===== src/rtl/serial_latch_driver_pkg.sv =====
package serial_latch_driver_pkg;
  localparam int unsigned SLD_DEFAULT_STAGES = 8;

  // Active-low pin level from stored bit and force-off
  function automatic logic pin_level(input logic stored, input logic off);
    return ~(stored & ~off);
  endfunction
endpackage


===== src/rtl/sld_shift_chain.sv =====
module sld_shift_chain #(
  parameter int unsigned STAGES = 8
) (
  input  logic              clk,
  input  logic              rst,
  input  logic              shift_en,
  input  logic              ser_in,
  output logic [STAGES-1:0] chain_nxt,
  output logic              ser_out
);
  logic [STAGES-1:0] chain_q;

  for (genvar i = 0; i < STAGES; i++) begin : g_stage
    if (i == 0) begin : g_head
      assign chain_nxt[i] = shift_en ? ser_in : chain_q[i];
    end else begin : g_body
      assign chain_nxt[i] = shift_en ? chain_q[i-1] : chain_q[i];
    end
  end

  always_ff @(posedge clk) begin
    if (rst) chain_q <= '0;
    else     chain_q <= chain_nxt;
  end

  assign ser_out = chain_q[STAGES-1];
endmodule


===== src/rtl/sld_latch_bank.sv =====
module sld_latch_bank #(
  parameter int unsigned STAGES = 8
) (
  input  logic              clk,
  input  logic              rst,
  input  logic              latch_en,
  input  logic [STAGES-1:0] chain_nxt,
  output logic [STAGES-1:0] hold_nxt
);
  logic [STAGES-1:0] hold_q;

  // Transparent while latch_en high: take the chain value of this edge
  assign hold_nxt = latch_en ? chain_nxt : hold_q;

  always_ff @(posedge clk) begin
    if (rst) hold_q <= '0;
    else     hold_q <= hold_nxt;
  end
endmodule


===== src/rtl/sld_out_stage.sv =====
module sld_out_stage
  import serial_latch_driver_pkg::*;
#(
  parameter int unsigned STAGES = 8
) (
  input  logic              clk,
  input  logic              rst,
  input  logic              out_off,
  input  logic [STAGES-1:0] hold_nxt,
  output logic [STAGES-1:0] pout
);
  for (genvar i = 0; i < STAGES; i++) begin : g_drv
    logic pin_q;
    always_ff @(posedge clk) begin
      if (rst) pin_q <= 1'b1;
      else     pin_q <= pin_level(hold_nxt[i], out_off);
    end
    assign pout[i] = pin_q;
  end
endmodule


===== src/rtl/serial_latch_driver.sv =====
module serial_latch_driver
  import serial_latch_driver_pkg::*;
#(
  parameter int unsigned STAGES = SLD_DEFAULT_STAGES
) (
  input  logic              clk,
  input  logic              rst,
  input  logic              shift_en,
  input  logic              ser_in,
  input  logic              latch_en,
  input  logic              out_off,
  output logic              ser_out,
  output logic [STAGES-1:0] pout
);
  logic [STAGES-1:0] chain_nxt;
  logic [STAGES-1:0] hold_nxt;

  sld_shift_chain #(.STAGES(STAGES)) u_chain (
    .clk(clk), .rst(rst), .shift_en(shift_en), .ser_in(ser_in),
    .chain_nxt(chain_nxt), .ser_out(ser_out)
  );

  sld_latch_bank #(.STAGES(STAGES)) u_hold (
    .clk(clk), .rst(rst), .latch_en(latch_en),
    .chain_nxt(chain_nxt), .hold_nxt(hold_nxt)
  );

  sld_out_stage #(.STAGES(STAGES)) u_out (
    .clk(clk), .rst(rst), .out_off(out_off),
    .hold_nxt(hold_nxt), .pout(pout)
  );
endmodule


===== config.mk =====
export PLATFORM = sky130hd
export DESIGN_NAME = serial_latch_driver
export DESIGN_NICKNAME = d
export VERILOG_FILES = /design/src/rtl/serial_latch_driver_pkg.sv /design/src/rtl/sld_shift_chain.sv /design/src/rtl/sld_latch_bank.sv /design/src/rtl/sld_out_stage.sv /design/src/rtl/serial_latch_driver.sv
export SDC_FILE = /design/constraint.sdc
export NUM_CORES = 1
export LEC_CHECK = 0
export BUFFER_PORTS_ARGS = -buffer_cell sky130_fd_sc_hd__buf_2
export CORE_MARGIN = 3
export CORE_UTILIZATION = 55
export CTS_BUF_LIST = sky130_fd_sc_hd__clkbuf_16
export CTS_CLUSTER_DIAMETER = 40
export CTS_CLUSTER_SIZE = 8
export DETAILED_ROUTE_END_ITERATION = 10
export GPL_TIMING_DRIVEN = 1
export PLACE_DENSITY_LB_ADDON = 0.05
export SKIP_CTS_REPAIR_TIMING = 1
export SYNTH_ARGS = -nofsm -noshare
export SYNTH_HDL_FRONTEND = slang
export SYNTH_SLANG_ARGS = --single-unit

===== constraint.sdc =====
create_clock -name clk -period 2.22 [get_ports clk]
set_input_delay 0.111 -clock clk [delete_from_list [all_inputs] [get_ports clk]]
set_output_delay 0.111 -clock clk [all_outputs]
set_load 0.02 [all_outputs]

# Word level (Yosys, flattened, before mapping)
# Cells that the tools add are included.
# word_totals
regBits	24
wordCells	36
# classes
muxes	9
bitwise	17
# ops
cell	n
$not A1 Y1	9
$and A1 B1 Y1	8
$mux W1	8
$mux W8	1

# Depth between registers and ports, before layout
# logic_depth
ltp_word	4
mapped_depth	4
depth_no_buf	2

# By module
# Synthesis repeated with hierarchy kept, for this count alone.
# unflattened
cells_unflattened	74
hier_area_um2	973.4
# by_module_without_submodules
mod	n_inst	cells_per_inst	area_each_um2	seq_area_each_um2
sld_latch_bank	1	25	341.6	160.2
sld_shift_chain	1	25	341.6	160.2
sld_out_stage	1	24	290.3	160.2

# Least setup slack after synthesis
# OpenSTA, ideal clock, no wires.
# synth_path
path_type	register to register
startpoint	register u_chain.chain_q[7]
endpoint	register u_out.g_drv[7].pin_q
setup_time_ns	0.120
arrival_time_ns	0.837
slack_ns	1.263
stages_incl_launch_ff	3
n_path_buf	0
period_less_slack_ns	0.957
cell_sequence	dfxtp_1 > mux2i_1 > a211o_1
# synth_between
elab_chain_cells	4
# synth_rtl
item	line_no	text
start, declared	sld_shift_chain.sv:11	logic [STAGES-1:0] chain_q;
start signal, assigned	sld_shift_chain.sv:23	else chain_q <= chain_nxt;
$mux W1	sld_shift_chain.sv:17	assign chain_nxt[i] = shift_en ? chain_q[i-1] : chain_q[i];
$mux W8	sld_latch_bank.sv:13	assign hold_nxt = latch_en ? chain_nxt : hold_q;
$and A1 B1 Y1	serial_latch_driver_pkg.sv:6	return ~(stored & ~off);
$not A1 Y1	serial_latch_driver_pkg.sv:6	
end signal, assigned	sld_out_stage.sv:16	else pin_q <= pin_level(hold_nxt[i], out_off);
end, declared	sld_out_stage.sv:13	logic pin_q;
# Every way passes these cells.
# A chain may end at the register's enable or synchronous reset.

==> results by group <==
Worst setup path
  – Critical path, cell by cell: buf_2 -> or2_0 -> a211o_1
  – CP Buf/Inv Count: 1
  – Arrival time at the worst endpoint: just over 1000 ps
  – Critical path class: in -> reg
  – Delay-heaviest family, CP: simple AND/OR/NAND/NOR gates
  – Setup crit end kind: register
  – CP startpoint kind: primary input
  – CP required: between 2000 and 2500 ps
  – Slowest CP cell: or2_0
  – Slowest Stage Delay on Critical Path: about 400 ps
  – Worst Path Max Fanout: 17

Job
  – MaxCap Viol Count: 0

Drt
  – Vias per Instance: 5.49
  – Via count: 533
  – Wire length per cell: 12.6 um
  – DRT iter0 DRCs: 16
  – Routed WL: 1.22 mm
  – Post-DRT Antenna Nets: 0
  – Detailed Routing Iterations Pass 1: 4
  – # DRC: 0

Timing
  – Max_slew headroom: 0.666
  – Worst slew pin tran: 501 ps
  – Setup violators final: 0
  – Part of the cycle the worst path needs: 0.395
  – Worst setup margin: about 1300 ps
  – Setup TNS: 0 ps
  – Fin. Hold Viols: 0
  – Final Max Tran Viols: 0
  – Min Tclk post-route: 878 ps
  – Max Fclk: 1.14 GHz
  – Skew final: 1.37 ps
  – RSZ-0062 raised after global routing: no

Yosys
  – Largest area contributor in the netlist: dfxtp_1
  – Main synth FF type: dfxtp_1
  – Async S/R FF share, synth: 0
  – Register area share after synthesis: 0.562
  – Share of the synthesized area in the top cell type: 0.562
  – Post-synth EDFFs: 0
  – Warnings, synthesis: 0
  – Synth top cells by count: dfxtp_1 (24), nor2_1 (16), buf_4 (9)
  – Synth Net Count: 85
  – Post-Synthesis Cells: 79
  – Cell variety after synth: 10
  – Netlist Area Pre-Place: 855 um2
  – Count leader, synth: dfxtp_1
  – Seq cells post-synth: 24
  – Area contributors post-synth: dfxtp_1 (56%), mux2i_1 (9.4%), a211o_1 (8.2%)
  – Post-synthesis average cell area: 10.8 um2

Clocking
  – Later-pin clock latency in the skew report: 250 ps
  – H-tree levels: 1
  – Max Buffers Root-to-Sink: 2
  – Root Driver: clkbuf_16
  – TritonCTS clock tree: built
  – Clock transition at path regs: ~50 ps
  – TritonCTS buffer count: 3
  – Clock sinks: 24

Floorplan
  – Die area: 2060 um2
  – Num rows: 13
  – Core Footprint: between 1000 and 1500 um2
  – Die Y: 45.4 um
  – Die width: ~45 um
  – # IOs: 15
  – Starting Density: 0.618

Placed design
  – DP Area: 846 um2
  – DP Worst Slack: 1100 ps
  – I/O Buffers: 14
  – DP Wirelength: 796 um
  – Routability cong.: 0.661

GRT
  – Vias in the first global route: around 470
  – Largest net degree at the start of global routing: 25
  – Grt total ovfl: 0
  – Global-route wire length before repair: 2.02 mm
  – Initial antenna violation count: 0
  – Total GRT Usage: 0.137

Power and ir drop
  – VDD IR max: 0.000510 V
  – Leak: between 0.3 and 0.4 nW
  – Cell Pwr Density: 943 nW/um2

Worst hold path
  – HP Class: in -> reg

Finish
  – Share of layout cells above drive strength 1: 0.207
  – Design area: 921 um2
  – Nets: 90
  – Area grow syn2layout: 7.76%
  – Antenna cells: 0

Status
  – Status: complete, no violations
## through the flow
step	total power, mW	hold slack, ps	std cells	util
after floorplan	0.509	291	79	-
after global placement	0.513	419	94	0.612
after detailed placement	0.513	426	94	0.612
after CTS	0.878	176	97	0.666
after global routing	0.902	228	97	0.666
final	0.868	174	97	0.666
## report_power, final
group / total [mW] / switching [mW] / internal [mW] / leakage [nW]
sequential: 0.449 / 0.00362 / 0.446 / 0.196
clock: 0.364 / 0.126 / 0.237 / 0.0370
combinational: 0.0551 / 0.0354 / 0.0197 / 0.144
## cells in the final DEF, fill, tap and decap left out, drive strengths merged
| master | count |
|---|---|
| clkbuf | 3 |
| a211oi | 8 |
| mux2i | 8 |
| buf | 14 |
| dfxtp | 24 |
| a211o | 8 |
| or2 | 1 |
| nor2 | 16 |
## tightest hold or removal path, delay by kind of cell
kind / cells / cell delay (ps)
muxes: 1 / 100
and+or+nand+nor: 1 / 90
buffers and inverters: 1 / 80
## per-layer routing
layer,GRT usage,vias to the layer above,part of all wire
met5,0,-,0
met4,0.0702,0,0.0090
met3,0.0356,2,0.045
met2,0.206,13,0.45
met1,0.180,246,0.49
li1,-,272,-
## cell type report
class,instances,area [um2]
repair buffers,14,70.1
multi-input cells,41,277
clock buffers,3,75.1
fillers,115,462
well taps,15,18.8
flip-flops and latches,24,480
## path summary, 6_finish.rpt
kind	from	to	slack (ps)	depth (start not counted)
max	rst	u_out.g_drv[0].pin_q	1340	3
min	ser_in	u_chain.chain_q[0]	170	3
max reg2reg	u_chain.chain_q[3]	u_out.g_drv[3].pin_q	1350	2
min reg2reg	u_hold.hold_q[1]	u_hold.hold_q[1]	520	2
## flip-flops by register name, summed over array words and instances, names as in the netlist
| name | count |
|---|---|
| u_out.g_drv.pin_q | 8 |
| u_chain.chain_q | 8 |
| u_hold.hold_q | 8 |
## cell families (layout without fill, tap and decap cells)
family	Yosys count	count (layout)	share of synthesized area
AND/OR/NAND/NOR	17	17	0.0776
buffers and inverters	14	17	0.114
flip-flops	24	24	0.562
AO/OA/AOI/OAI	16	16	0.152
multiplexers	8	8	0.0937
Note: power is estimated with default switching activity, not from simulation.
